<file path="src/rtl/pvic_pkg.sv">
package pvic_pkg;
  // handshake phase: waiting for an acknowledge, or presenting the accepted number
  typedef enum logic [0:0] {
    HS_IDLE = 1'b0,
    HS_ACK  = 1'b1
  } hs_state_e;
endpackage

</file>
<file path="src/rtl/pvic_arbiter.sv">
// Picks the most urgent eligible request. Level code 0 = non-maskable,
// code i+1 = line i, larger code = less urgent.
module pvic_arbiter #(
  parameter int NUM_IRQ = 8,
  parameter int ID_W    = 3,
  parameter int LVL_W   = 4
) (
  input  logic [NUM_IRQ-1:0] irq,
  input  logic               nmi_pend,
  input  logic [LVL_W-1:0]   cur_lvl,
  output logic               cand_valid,
  output logic               cand_nmi,
  output logic [ID_W-1:0]    cand_id,
  output logic [LVL_W-1:0]   cand_lvl
);
  logic [NUM_IRQ-1:0] elig;

  // per-line mask against the level in service (strictly more urgent only)
  for (genvar g = 0; g < NUM_IRQ; g++) begin : g_elig
    assign elig[g] = irq[g] && (LVL_W'(g + 1) < cur_lvl);
  end

  always_comb begin
    cand_valid = 1'b0;
    cand_nmi   = 1'b0;
    cand_id    = '0;
    cand_lvl   = '0;
    for (int i = NUM_IRQ - 1; i >= 0; i--) begin
      if (elig[i]) begin
        cand_valid = 1'b1;
        cand_id    = ID_W'(i);
        cand_lvl   = LVL_W'(i + 1);
      end
    end
    if (nmi_pend && (cur_lvl != '0)) begin
      cand_valid = 1'b1;
      cand_nmi   = 1'b1;
      cand_id    = '0;
      cand_lvl   = '0;
    end
  end
endmodule

</file>
<file path="src/rtl/pvic_level_stack.sv">
// Priority register plus a stack of the levels it replaced.
module pvic_level_stack #(
  parameter int LVL_W    = 4,
  parameter int DEPTH    = 9,
  parameter int IDLE_LVL = 9
) (
  input  logic             clk,
  input  logic             rst_n,
  input  logic             push,
  input  logic [LVL_W-1:0] push_lvl,
  input  logic             pop,
  output logic [LVL_W-1:0] cur_lvl,
  output logic             full,
  output logic             empty
);
  localparam int CNT_W = $clog2(DEPTH + 1);

  logic [LVL_W-1:0] stk_q [DEPTH];
  logic [LVL_W-1:0] cur_q, cur_n;
  logic [CNT_W-1:0] cnt_q, cnt_n;

  always_comb begin
    cur_n = cur_q;
    cnt_n = cnt_q;
    if (push) begin
      cur_n = push_lvl;
      cnt_n = cnt_q + CNT_W'(1);
    end else if (pop) begin
      cur_n = stk_q[cnt_q - CNT_W'(1)];
      cnt_n = cnt_q - CNT_W'(1);
    end
  end

  always_ff @(posedge clk or negedge rst_n) begin
    if (!rst_n) begin
      cur_q <= LVL_W'(IDLE_LVL);
      cnt_q <= '0;
    end else begin
      cur_q <= cur_n;
      cnt_q <= cnt_n;
    end
  end

  // storage needs no reset: an entry is read only after it was written
  always_ff @(posedge clk) begin
    if (push) stk_q[cnt_q] <= cur_q;
  end

  assign cur_lvl = cur_q;
  assign full    = (cnt_q == CNT_W'(DEPTH));
  assign empty   = (cnt_q == '0);
endmodule

</file>
<file path="src/rtl/pvic_handshake.sv">
// Request / acknowledge / vector sequencing toward the CPU.
module pvic_handshake
  import pvic_pkg::*;
#(
  parameter int          ID_W       = 3,
  parameter int          VEC_W      = 8,
  parameter int unsigned NMI_VECTOR = 252
) (
  input  logic             clk,
  input  logic             rst_n,
  input  logic             cand_valid,
  input  logic             cand_nmi,
  input  logic [ID_W-1:0]  cand_id,
  input  logic             cpu_ack,
  input  logic             eoi,
  input  logic [VEC_W-1:0] dev_vector,
  input  logic             stk_full,
  input  logic             stk_empty,
  output logic             take,
  output logic             pop,
  output logic             cpu_irq,
  output logic             ack_valid,
  output logic             ack_nmi,
  output logic [ID_W-1:0]  ack_num,
  output logic             vec_valid,
  output logic [VEC_W-1:0] vec_out
);
  hs_state_e        state_q, state_n;
  logic             irq_q, irq_n;
  logic             akv_q, akv_n;
  logic             akn_q, akn_n;
  logic [ID_W-1:0]  num_q, num_n;
  logic             vv_q, vv_n;
  logic [VEC_W-1:0] vec_q, vec_n;

  always_comb begin
    // end-of-interrupt has precedence over an acknowledge in the same cycle
    take    = (state_q == HS_IDLE) && cpu_ack && cand_valid && !eoi && !stk_full;
    pop     = eoi && !stk_empty;
    state_n = take ? HS_ACK : HS_IDLE;
    irq_n   = (state_q == HS_IDLE) && cand_valid && !take;
    akv_n   = take;
    akn_n   = take ? cand_nmi : akn_q;
    num_n   = take ? cand_id : num_q;
    vv_n    = akv_q;
    vec_n   = vec_q;
    if (akv_q) vec_n = akn_q ? VEC_W'(NMI_VECTOR) : dev_vector;
  end

  always_ff @(posedge clk or negedge rst_n) begin
    if (!rst_n) begin
      state_q <= HS_IDLE;
      irq_q   <= 1'b0;
      akv_q   <= 1'b0;
      akn_q   <= 1'b0;
      num_q   <= '0;
      vv_q    <= 1'b0;
      vec_q   <= '0;
    end else begin
      state_q <= state_n;
      irq_q   <= irq_n;
      akv_q   <= akv_n;
      akn_q   <= akn_n;
      num_q   <= num_n;
      vv_q    <= vv_n;
      vec_q   <= vec_n;
    end
  end

  assign cpu_irq   = irq_q;
  assign ack_valid = akv_q;
  assign ack_nmi   = akn_q;
  assign ack_num   = num_q;
  assign vec_valid = vv_q;
  assign vec_out   = vec_q;
endmodule

</file>
<file path="src/rtl/pvic_top.sv">
module pvic_top #(
  parameter int          NUM_IRQ    = 8,
  parameter int          VEC_W      = 8,
  parameter int unsigned NMI_VECTOR = 252,
  localparam int         ID_W       = (NUM_IRQ > 1) ? $clog2(NUM_IRQ) : 1
) (
  input  logic               clk,
  input  logic               rst_n,
  input  logic [NUM_IRQ-1:0] irq_req,
  input  logic               nmi_req,
  input  logic               cpu_ack,
  input  logic               eoi,
  input  logic [VEC_W-1:0]   dev_vector,
  output logic               cpu_irq,
  output logic               ack_valid,
  output logic [ID_W-1:0]    ack_num,
  output logic               ack_nmi,
  output logic               vec_valid,
  output logic [VEC_W-1:0]   vec_out
);
  localparam int IDLE_LVL = NUM_IRQ + 1;
  localparam int LVL_W    = $clog2(IDLE_LVL + 1);
  localparam int DEPTH    = NUM_IRQ + 1;

  logic [1:0]       rst_sync;
  logic             rst_int_n;
  logic             nmi_d, nmi_pend, nmi_pend_n;
  logic             cand_valid, cand_nmi;
  logic [ID_W-1:0]  cand_id;
  logic [LVL_W-1:0] cand_lvl, cur_lvl;
  logic             take, pop, stk_full, stk_empty;

  // asynchronous assert, synchronous release
  always_ff @(posedge clk or negedge rst_n) begin
    if (!rst_n) rst_sync <= 2'b00;
    else        rst_sync <= {rst_sync[0], 1'b1};
  end
  assign rst_int_n = rst_sync[1];

  // non-maskable edge latch, cleared when that request is accepted
  always_comb begin
    nmi_pend_n = nmi_pend;
    if (take && cand_nmi)   nmi_pend_n = 1'b0;
    if (nmi_req && !nmi_d)  nmi_pend_n = 1'b1;
  end

  always_ff @(posedge clk or negedge rst_int_n) begin
    if (!rst_int_n) begin
      nmi_d    <= 1'b0;
      nmi_pend <= 1'b0;
    end else begin
      nmi_d    <= nmi_req;
      nmi_pend <= nmi_pend_n;
    end
  end

  pvic_arbiter #(.NUM_IRQ(NUM_IRQ), .ID_W(ID_W), .LVL_W(LVL_W)) u_arb (
    .irq        (irq_req),
    .nmi_pend   (nmi_pend),
    .cur_lvl    (cur_lvl),
    .cand_valid (cand_valid),
    .cand_nmi   (cand_nmi),
    .cand_id    (cand_id),
    .cand_lvl   (cand_lvl)
  );

  pvic_level_stack #(.LVL_W(LVL_W), .DEPTH(DEPTH), .IDLE_LVL(IDLE_LVL)) u_stk (
    .clk      (clk),
    .rst_n    (rst_int_n),
    .push     (take),
    .push_lvl (cand_lvl),
    .pop      (pop),
    .cur_lvl  (cur_lvl),
    .full     (stk_full),
    .empty    (stk_empty)
  );

  pvic_handshake #(.ID_W(ID_W), .VEC_W(VEC_W), .NMI_VECTOR(NMI_VECTOR)) u_hs (
    .clk        (clk),
    .rst_n      (rst_int_n),
    .cand_valid (cand_valid),
    .cand_nmi   (cand_nmi),
    .cand_id    (cand_id),
    .cpu_ack    (cpu_ack),
    .eoi        (eoi),
    .dev_vector (dev_vector),
    .stk_full   (stk_full),
    .stk_empty  (stk_empty),
    .take       (take),
    .pop        (pop),
    .cpu_irq    (cpu_irq),
    .ack_valid  (ack_valid),
    .ack_nmi    (ack_nmi),
    .ack_num    (ack_num),
    .vec_valid  (vec_valid),
    .vec_out    (vec_out)
  );
endmodule

</file>
<file path="config.mk">
export PLATFORM = sky130hd
export DESIGN_NAME = pvic_top
export DESIGN_NICKNAME = d
export VERILOG_FILES = /design/src/rtl/pvic_pkg.sv /design/src/rtl/pvic_arbiter.sv /design/src/rtl/pvic_level_stack.sv /design/src/rtl/pvic_handshake.sv /design/src/rtl/pvic_top.sv
export SDC_FILE = /design/constraint.sdc
export NUM_CORES = 1
export LEC_CHECK = 0
export ABC_AREA = 1
export BUFFER_PORTS_ARGS = -buffer_cell sky130_fd_sc_hd__buf_4
export CORE_MARGIN = 1
export CORE_UTILIZATION = 40
export CTS_CLUSTER_DIAMETER = 30
export CTS_CLUSTER_SIZE = 40
export DETAILED_ROUTE_END_ITERATION = 8
export GPL_TIMING_DRIVEN = 1
export PLACE_DENSITY_LB_ADDON = 0.2
export SLEW_MARGIN = 20
export SYNTH_ARGS = -nofsm -noshare
export SYNTH_HDL_FRONTEND = slang
export SYNTH_SLANG_ARGS = --single-unit
</file>
<file path="constraint.sdc">
create_clock -name clk -period 0.9 [get_ports clk]
set_clock_uncertainty 0.1 [all_clocks]
set_input_delay 0.045 -clock clk [delete_from_list [all_inputs] [get_ports clk]]
set_output_delay 0.045 -clock clk [all_outputs]
set_load 0.02 [all_outputs]
</file>
==> impl_metrics.py, run 1 <==
metrics = {
    "outcome": {
        "outcome": "complete, but fails checks",
        "violations": "setup timing",
    },
    "route": {
        "viasPerCell": 5.06,
        "met2WireLength_um": 3770,
        "drt_wl_total_um": 8090,
        "met1_length_um": 3590,
        "dr.pass1.iters": 5,
        "drcViolationCount": 0,
        "top_layer": "met4",
        "wl_per_cell_um": 15.5,
        "via_count": 2636,
        "wl_met3_um": 520,
        "ant_nets": 0,
        "drt_iter0_markers": 190,
    },
    "synthesis": {
        "ys_seq_area_frac": 0.595,
        "synth-main-ff-cell": "edfxtp_1",
        "synthArstFlopShare": 0.429,
        "synth_cells": 294,
        "syn-cell-area_mm2": 0.00296,
        "ys_types": 41,
        "synth-edff-count": 36,
        "ys_seq_elements": 63,
        "synth_area_per_cell_um2": 10.1,
        "synth_fp_nets": 319,
        "yosysWarnings": 0,
    },
    "placed_design": {
        "routabilityCongestion": 0.885,
        "io_buffer_count": 35,
        "placed_cell_area_mm2": 0.00386,
        "dpl.hpwl_um": 5260,
    },
    "worst_setup_path": {
        "cp-start-kind": "flop",
        "cp-end-kind": "flop",
        "critPathKind": "flop to flop",
        "required_ns": 0.81,
        "crit_arrival_ns": 1.96,
        "path_max_fanout": 6,
    },
    "pwr": {
        "finalPower_uw": 16100,
        "powerDensity_mw_per_mm2": 3510,
        "leakagePower_uw": 0.00203,
        "worst_ir_drop_vdd_uv": 1430,
    },
    "finish": {
        "finalInstanceArea_mm2": 0.00460,
        "most-common-layout-cells": "70 x buf_4, 56 x nand2_1, 36 x edfxtp_1",
        "area_growth_pct": 55.6,
        "drive_gt1_frac": 0.433,
        "diodes": 0,
        "fin_util": 0.659,
        "final_nets": 445,
        "mostFrequentLayoutCell": "buf_4",
    },
    "floorplanning": {
        "placementRows": 30,
        "die_h_um": 88.0,
        "die_area_mm2": 0.00774,
        "pin_count": 36,
        "start_util": 0.423,
        "fp.coreArea_mm2": 0.00698,
        "die_x_um": 88.0,
    },
    "timing": {
        "period_share": 2.28,
        "hold_violations": 0,
        "finalSetupTns_ns": -65.19,
        "grt_setup_unrepaired": "yes",
        "fin_hold_ws_ns": 0.0219,
        "setup_viol": 110,
        "maxSlewViolCount": 0,
        "fin_crit_ns": 2.05,
        "finalWorstSetupSlack_ns": -1.15,
        "max_freq_ghz": 0.488,
    },
    "grt": {
        "grt_antenna_before_repair": 0,
        "grt_pass1_wl_um": 12700,
        "grt.overflow.total": 0,
        "grt_max_degree": 20,
        "track_usage": 0.226,
        "grt_pass1_vias": 2538,
    },
    "hold_path": {
        "hp-class": "flop to async pin",
    },
    "clock_tree": {
        "cts_root_buffer": "clkbuf_8",
        "path_clk_slew_ns": 0.07,
        "cts_tree": "yes",
        "cts_buffers": 9,
        "cts.sinks": 63,
        "cts.htree.levels": 3,
        "clockBufferDepth": 2,
        "clk_latency_ns": 0.34,
    },
    "flow_run": {
        "maxCapViolCount": 0,
    },
}
[through the flow]
stage,instances,setup slack (ns)
finish,521,-1.15
global route,521,-1.26
CTS,511,-1.11
detailed placement,471,-1.16
global placement,471,-1.12
floorplan,294,-1.11
[report_power, final]
group	leakage (µW)	switching, µW	internal (µW)
clock	0.0000812	1160	995
combinational	0.00132	5040	4600
sequential	0.000635	435	3900
total	0.00203	6640	9490
[cell families after synthesis]
group	count (synthesis)	share of synthesized area
other	1	0.00127
adders and majority gates	4	0.0169
xor gates and xnor gates	4	0.0144
AOI/OAI and AO/OA	40	0.0864
DFF	63	0.595
and+or+nand+nor	144	0.231
buffers and inverters	38	0.0550
[cell type report]
type / count / area [µm²]
multi-input combinational: 193 / 1230
tap: 96 / 120
sequential: 63 / 1760
clock buffer: 9 / 124
inverter: 31 / 133
clock inverter: 7 / 50.0
timing repair buffer: 122 / 1180
fill: 539 / 2380
[flip-flops by register name, indices dropped and copies added (netlist names), 2 cells and up]
register / count
u_stk.stk_q: 36
u_hs.vec_out: 8
u_stk.cnt_q: 4
u_stk.cur_lvl: 4
u_hs.ack_num: 3
rst_sync: 2
[cell usage after synthesis (2+ instances only)]
library cell,count,share of area
nand2_1,64,0.081
edfxtp_1,36,0.37
nor2_1,27,0.034
dfrtp_1,25,0.21
inv_1,25,0.032
nand3_1,24,0.041
o21ai_0,16,0.027
nor3_1,8,0.014
nand2_2,7,0.015
o22a_1,6,0.018
inv_2,5,0.0064
o21ai_1,5,0.0085
ha_1,4,0.017
buf_2,3,0.0051
o211ai_1,3,0.0076
a22o_1,2,0.0059
dfstp_2,2,0.018
nand3_2,2,0.0068
nand3_4,2,0.012
nand3b_1,2,0.0051
nand4_1,2,0.0042
nor2_2,2,0.0042
o221ai_1,2,0.0059
o22ai_1,2,0.0042
xor2_1,2,0.0059
[metal layers]
layer,track usage,up-vias
met2,0.347,105
met4,0.0894,0
met1,0.317,1254
li1,-,1256
met3,0.0434,21
met5,0,-
[path summary, 6_finish.rpt]
check                                             start                     endpoint  slack, ns  cells past startpoint
setup reg to reg           u_stk.cur_lvl[0]$_DFFE_PN1P_  u_stk.stk_q[8][2]$_DFFE_PP_      -1.15                      9
max in group asynchronous                         rst_n        rst_sync[1]$_DFF_PN0_       0.10                      3
setup / recovery           u_stk.cur_lvl[0]$_DFFE_PN1P_  u_stk.stk_q[8][2]$_DFFE_PP_      -1.15                      9
hold reg to reg                   rst_sync[1]$_DFF_PN0_       u_hs.cpu_irq$_DFF_PN0_       0.02                      0
min in group clk                             irq_req[1]  u_hs.ack_num[1]$_DFFE_PN0P_       0.04                      5
hold / removal                    rst_sync[1]$_DFF_PN0_       u_hs.cpu_irq$_DFF_PN0_       0.02                      0
[critical path: stages (launching register included)]
cell and delay (ns):
dfstp_2 0.60, nand2_2 0.09, nand3_2 0.08, nand2_1 0.09
nand2_2 0.09, nor2_4 0.04, nand3_4 0.06, nand3_4 0.10
buf_12 0.17, nor4_4 0.29
[what timing repair did]
item | 4_1_cts | 5_1_grt
hold buffers | 11 | 0
endpoints found under the hold margin | 12 | 0
cloned | 2 | 1
pin swaps | 1 | 1
gates resized for setup | 43 | 23
setup endpoints to repair | 110 | 111
setup buffers | 12 | 13
(Power assumes the default switching activity.)
==> run 2: changes to the inputs <==
- BUFFER_PORTS_ARGS: -buffer_cell sky130_fd_sc_hd__buf_4 -> -buffer_cell sky130_fd_sc_hd__clkbuf_2
==> impl_metrics.py, run 2 (synthesis gave the netlist of run 1 again) <==
metrics = {
    "route": {
        "ant_nets": 0,
        "drcViolationCount": 0,
        "via_count": 2526,
        "dr.pass1.iters": 5,
        "viasPerCell": 4.80,
        "wl_per_cell_um": 15.0,
        "drt_wl_total_um": 7890,
        "drt_iter0_markers": 141,
    },
    "finish": {
        "largest_reg_flops": 36,
        "fin_util": 0.634,
        "multi_input_area_mm2": 0.00121,
        "finalInstanceArea_mm2": 0.00443,
        "most-common-layout-cells": "68 x buf_4, 60 x nand2_1, 36 x edfxtp_1",
        "final-seq-area_mm2": 0.00176,
        "final_nets": 450,
        "mostFrequentLayoutCell": "buf_4",
        "fill_cells": 569,
        "top_register": "u_stk.stk_q",
        "drive_gt1_frac": 0.416,
        "final_cells": 526,
        "diodes": 0,
        "area_growth_pct": 49.9,
    },
    "floorplanning": {
        "start_util": 0.423,
        "placementRows": 30,
        "pin_count": 36,
        "die_h_um": 88.0,
        "die_area_mm2": 0.00774,
        "die_x_um": 88.0,
        "fp.coreArea_mm2": 0.00698,
    },
    "timing": {
        "hold_violations": 0,
        "grt_setup_unrepaired": "yes",
        "fin_crit_ns": 2.01,
        "maxSlewViolCount": 0,
        "setup_viol": 111,
        "finalWorstSetupSlack_ns": -1.11,
        "max_freq_ghz": 0.498,
        "period_share": 2.23,
    },
    "worst_setup_path": {
        "required_ns": 0.81,
        "cp_top_family": "simple AND/OR/NAND/NOR gates",
        "cp-end-kind": "flop",
        "cpPeakStageDelay_ns": 0.59,
        "critPathSlowestCell": "dfstp_2",
        "crit_chain": "nor2_2, nor2_1, nand2_1, nand2_2, nor2_2, nand3_4, nand3_4, buf_4, nor3_4",
        "path_max_fanout": 6,
        "crit_arrival_ns": 1.92,
        "path_buf_inv": 1,
        "critPathKind": "flop to flop",
        "cp-start-kind": "flop",
    },
    "flow_run": {
        "maxCapViolCount": 0,
    },
    "clock_tree": {
        "cts_buffers": 9,
        "path_clk_slew_ns": 0.07,
        "clockBufferDepth": 2,
        "cts.sinks": 63,
        "cts.htree.levels": 3,
        "cts_tree": "yes",
        "clk_latency_ns": 0.34,
        "cts_root_buffer": "clkbuf_8",
    },
    "outcome": {
        "violations": "setup timing",
        "outcome": "complete, but fails checks",
    },
    "grt": {
        "track_usage": 0.225,
        "grt_pass1_wl_um": 12600,
        "grt.overflow.total": 0,
        "grt_antenna_before_repair": 0,
        "grt_max_degree": 20,
        "grt_pass1_vias": 2564,
    },
    "placed_design": {
        "placed_cell_area_mm2": 0.00376,
        "dpl.hpwl_um": 5100,
        "routabilityCongestion": 0.881,
        "io_buffer_count": 35,
        "placed_cells": 475,
    },
    "pwr": {
        "leakagePower_uw": 0.00199,
        "worst_ir_drop_vdd_uv": 1420,
        "powerDensity_mw_per_mm2": 3490,
    },
    "hold_path": {
        "hp-class": "flop to async pin",
    },
}
## run 2: final timing paths
kind / end / cells after the start / startpoint / slack [ns]
worst max-delay path: u_stk.stk_q[5][1]$_DFFE_PP_ / 9 / u_stk.cur_lvl[3]$_DFFE_PN1P_ / -1.11
max in group asynchronous: rst_sync[1]$_DFF_PN0_ / 3 / rst_n / 0.10
worst min-delay path: u_hs.ack_num[0]$_DFFE_PN0P_ / 0 / rst_sync[1]$_DFF_PN0_ / 0.04
worst min register to register: u_hs.ack_num[0]$_DFFE_PN0P_ / 0 / rst_sync[1]$_DFF_PN0_ / 0.04
min in group clk: u_hs.ack_num[1]$_DFFE_PN0P_ / 5 / irq_req[1] / 0.04
worst max register to register: u_stk.stk_q[5][1]$_DFFE_PP_ / 9 / u_stk.cur_lvl[3]$_DFFE_PN1P_ / -1.11
## run 2: final cells by class
cell class | count | area share
Clock inverter | 4 | 0.00508
Tap cell | 96 | 0.0271
Clock buffer | 12 | 0.0305
Inverter | 31 | 0.0297
Timing Repair Buffer | 126 | 0.235
Sequential cell | 63 | 0.398
Multi-Input combinational cell | 194 | 0.274
## run 2: power by group
part           internal, µW  switching, µW
clock network           987           1080
registers              3900            413
logic                  4250           4850
total                  9130           6350
## run 2: stage by stage
step	hold WS [ns]	total power, µW	TNS (ns)	setup slack (ns)
after global routing	0.0653	16600	-68.76	-1.22
after detailed placement	-0.269	11900	-59.39	-1.18
final	0.0351	15500	-61.61	-1.11
after floorplan	-0.351	8910	-52.52	-1.11
after global placement	-0.269	11800	-57.10	-1.15
after CTS	0.0201	14800	-60.60	-1.11
## run 2: per-layer routing
layer	up-vias	GRT usage	routed length [µm]
met5	-	0	0
met3	12	0.0462	390
met4	0	0.0999	143
li1	1256	-	-
met2	64	0.363	3850
met1	1194	0.293	3500
## run 2: repair_timing
| item | CTS | global route |
|---|---|---|
| hold buffers | 11 | 0 |
| buffers inserted | 18 | 6 |
| endpoints found under the hold margin | 12 | 0 |
| pin swaps | 5 | 2 |
| resized for setup | 26 | 46 |
| setup endpoints to repair | 110 | 111 |
| gates cloned | 1 | 1 |
==> run 3: changes to the inputs <==
- ABC_AREA: 1 -> 0
==> impl_metrics.py, run 3 <==
metrics = {
    "floorplanning": {
        "die_x_um": 87.2,
        "die_h_um": 87.2,
        "fp.coreArea_mm2": 0.00691,
        "pin_count": 36,
        "placementRows": 30,
        "start_util": 0.420,
        "die_area_mm2": 0.00760,
    },
    "placed_design": {
        "placed_cell_area_mm2": 0.00377,
        "post-place-ws_ns": -1.16,
        "dpl.hpwl_um": 5010,
        "placed_cells": 402,
        "io_buffer_count": 35,
        "routabilityCongestion": 0.853,
    },
    "pwr": {
        "powerDensity_mw_per_mm2": 3500,
        "worst_ir_drop_vdd_uv": 1650,
        "leakagePower_uw": 0.00185,
    },
    "finish": {
        "diodes": 0,
        "final_nets": 369,
        "drive_gt1_frac": 0.552,
        "area_growth_pct": 55.3,
        "mostFrequentLayoutCell": "buf_4",
        "fin_util": 0.653,
        "finalInstanceArea_mm2": 0.00451,
        "top_register": "u_stk.stk_q",
        "fill_cells": 515,
        "largest_reg_flops": 36,
        "final_cells": 444,
        "most-common-layout-cells": "62 x buf_4, 36 x edfxtp_1, 21 x buf_6",
    },
    "route": {
        "ant_nets": 0,
        "drcViolationCount": 0,
        "via_count": 2267,
        "viasPerCell": 5.11,
        "drt_wl_total_um": 7610,
        "dr.pass1.iters": 4,
        "wl_per_cell_um": 17.1,
        "drt_iter0_markers": 175,
    },
    "worst_setup_path": {
        "cp-start-kind": "flop",
        "path_max_fanout": 9,
        "cp-end-kind": "flop",
        "crit_chain": "buf_4, nand3_1, o211ai_2, o41ai_4, inv_4, nand2_2, nor2_2",
        "critPathSlowestCell": "dfstp_2",
        "required_ns": 0.83,
        "critPathKind": "flop to flop",
        "crit_arrival_ns": 2.02,
        "cpPeakStageDelay_ns": 0.64,
    },
    "synthesis": {
        "synth_top_family_by_area": "compound AO/OA/AOI/OAI gates",
        "ys_seq_area_frac": 0.606,
        "synth_commonest_cells": "36 x edfxtp_1, 25 x dfrtp_1, 20 x nand2_1, 12 x nor2_1, 11 x inv_1",
        "synth_fa_ha_area_frac": 0.0172,
        "synth_area_per_cell_um2": 13.3,
        "synthArstFlopShare": 0.429,
        "yosysWarnings": 0,
        "ys_types": 49,
        "synth_simple_gate_area_share": 0.0828,
        "ys_seq_elements": 63,
        "synth-edff-count": 36,
        "synth.most_common_cell": "edfxtp_1",
        "syn-cell-area_mm2": 0.00290,
        "yosysTopAreaCell": "edfxtp_1",
        "netlist.area_leader.share": 0.372,
        "synth-main-ff-cell": "edfxtp_1",
        "synth_xor_area_frac": 0.0151,
        "synth_fp_nets": 244,
        "synth_cells": 219,
        "synth_compound_area_frac": 0.159,
        "synthMuxAreaShare": 0.0793,
        "netlist_top_cells_area": "edfxtp_1 37%, dfrtp_1 22%, mux4_2 6.2%",
    },
    "grt": {
        "track_usage": 0.219,
        "grt_antenna_before_repair": 0,
        "grt_pass1_wl_um": 11800,
        "grt_pass1_vias": 2358,
        "grt_max_degree": 26,
        "grt.overflow.total": 0,
    },
    "timing": {
        "max_slew.worst_pin.slew_ns": 0.519,
        "max_freq_ghz": 0.478,
        "max_slew_margin": 0.649,
        "hold_violations": 0,
        "period_share": 2.32,
        "maxSlewViolCount": 0,
        "finalWorstSetupSlack_ns": -1.19,
        "grt_setup_unrepaired": "yes",
        "setup_viol": 110,
        "fin_crit_ns": 2.09,
    },
    "flow_run": {
        "maxCapViolCount": 0,
    },
    "clock_tree": {
        "cts.sinks": 63,
        "path_clk_slew_ns": 0.07,
        "clk_latency_ns": 0.34,
        "cts.htree.levels": 3,
        "cts_root_buffer": "clkbuf_8",
        "cts_tree": "yes",
        "clockBufferDepth": 2,
        "cts_buffers": 9,
    },
    "outcome": {
        "violations": "setup timing",
        "outcome": "complete, but fails checks",
    },
    "hold_path": {
        "hp-class": "input pin to flop",
    },
}
[run 3: path summary, 6_finish.rpt]
check / start / endpoint / slack, ns / cells after the start
setup reg to reg: u_stk.cur_lvl[0]$_DFFE_PN1P_ / u_stk.stk_q[4][0]$_DFFE_PP_ / -1.19 / 7
max in group asynchronous: rst_n / rst_sync[1]$_DFF_PN0_ / 0.10 / 3
hold / removal: cpu_ack / u_hs.cpu_irq$_DFF_PN0_ / 0.05 / 4
min in group asynchronous: rst_sync[1]$_DFF_PN0_ / u_hs.ack_valid$_DFF_PN0_ / 0.12 / 1
hold reg to reg: rst_sync[1]$_DFF_PN0_ / u_hs.ack_valid$_DFF_PN0_ / 0.12 / 1
setup / recovery: u_stk.cur_lvl[0]$_DFFE_PN1P_ / u_stk.stk_q[4][0]$_DFFE_PP_ / -1.19 / 7
[run 3: what timing repair did]
| action | CTS | global route |
|---|---|---|
| cloned | 0 | 0 |
| hold buffers | 11 | 0 |
| pin swaps | 8 | 5 |
| buffers inserted | 9 | 9 |
| endpoints found under the hold margin | 12 | 0 |
| resized for setup | 47 | 50 |
| setup endpoints to repair | 110 | 110 |
[run 3: routing by layer]
layer | up-vias | share of wire | global-route usage
met5 | - | 0 | 0
met4 | 0 | 0.016 | 0.0984
met3 | 10 | 0.047 | 0.0493
met2 | 67 | 0.51 | 0.362
met1 | 1113 | 0.43 | 0.275
li1 | 1077 | - | -
[run 3: layout make-up]
| class | count | area (µm²) | area share |
|---|---|---|---|
| clock buffer | 11 | 131 | 0.0292 |
| tap | 96 | 120 | 0.0267 |
| timing repair buffer | 126 | 1110 | 0.247 |
| inverter | 12 | 52.6 | 0.0117 |
| clock inverter | 4 | 47.5 | 0.0105 |
| sequential | 63 | 1770 | 0.392 |
| multi-input combinational | 132 | 1270 | 0.283 |
[run 3: power breakdown]
part	total [µW]	leakage (µW)	switching [µW]	internal, µW
registers	4460	0.000635	553	3910
logic	8980	0.00112	4170	4810
clock network	2330	0.0000892	1070	1260
[run 3: cell families (layout without fill, tap and decap cells)]
logic type / Yosys count / in the layout
AOI/OAI and AO/OA: 57 / 57
xor gates and xnor gates: 5 / 5
adders and majority gates: 4 / 4
buffers and inverters: 24 / 153
DFF: 63 / 63
muxes: 13 / 13
other: 1 / 1
and+or+nand+nor: 52 / 52
[run 3: critical path: cells and delay by family, from the launching register on]
| family | cells | cell delay [ns] |
|---|---|---|
| DFF | 1 | 0.64 |
| and+or+nand+nor | 3 | 0.46 |
| buffers and inverters | 2 | 0.33 |
| AOI/OAI and AO/OA | 2 | 0.25 |
[run 3: stage by stage]
step           total power (µW)  hold slack (ns)  TNS, ns
2_1_floorplan              8480           -0.351   -67.07
3_3_place_gp              11400           -0.270   -64.83
3_5_place_dp              11500           -0.266   -65.71
4_1_cts                   14900           0.0345   -67.11
5_1_grt                   16600           0.0846   -72.32
6_report                  15800           0.0541   -68.05
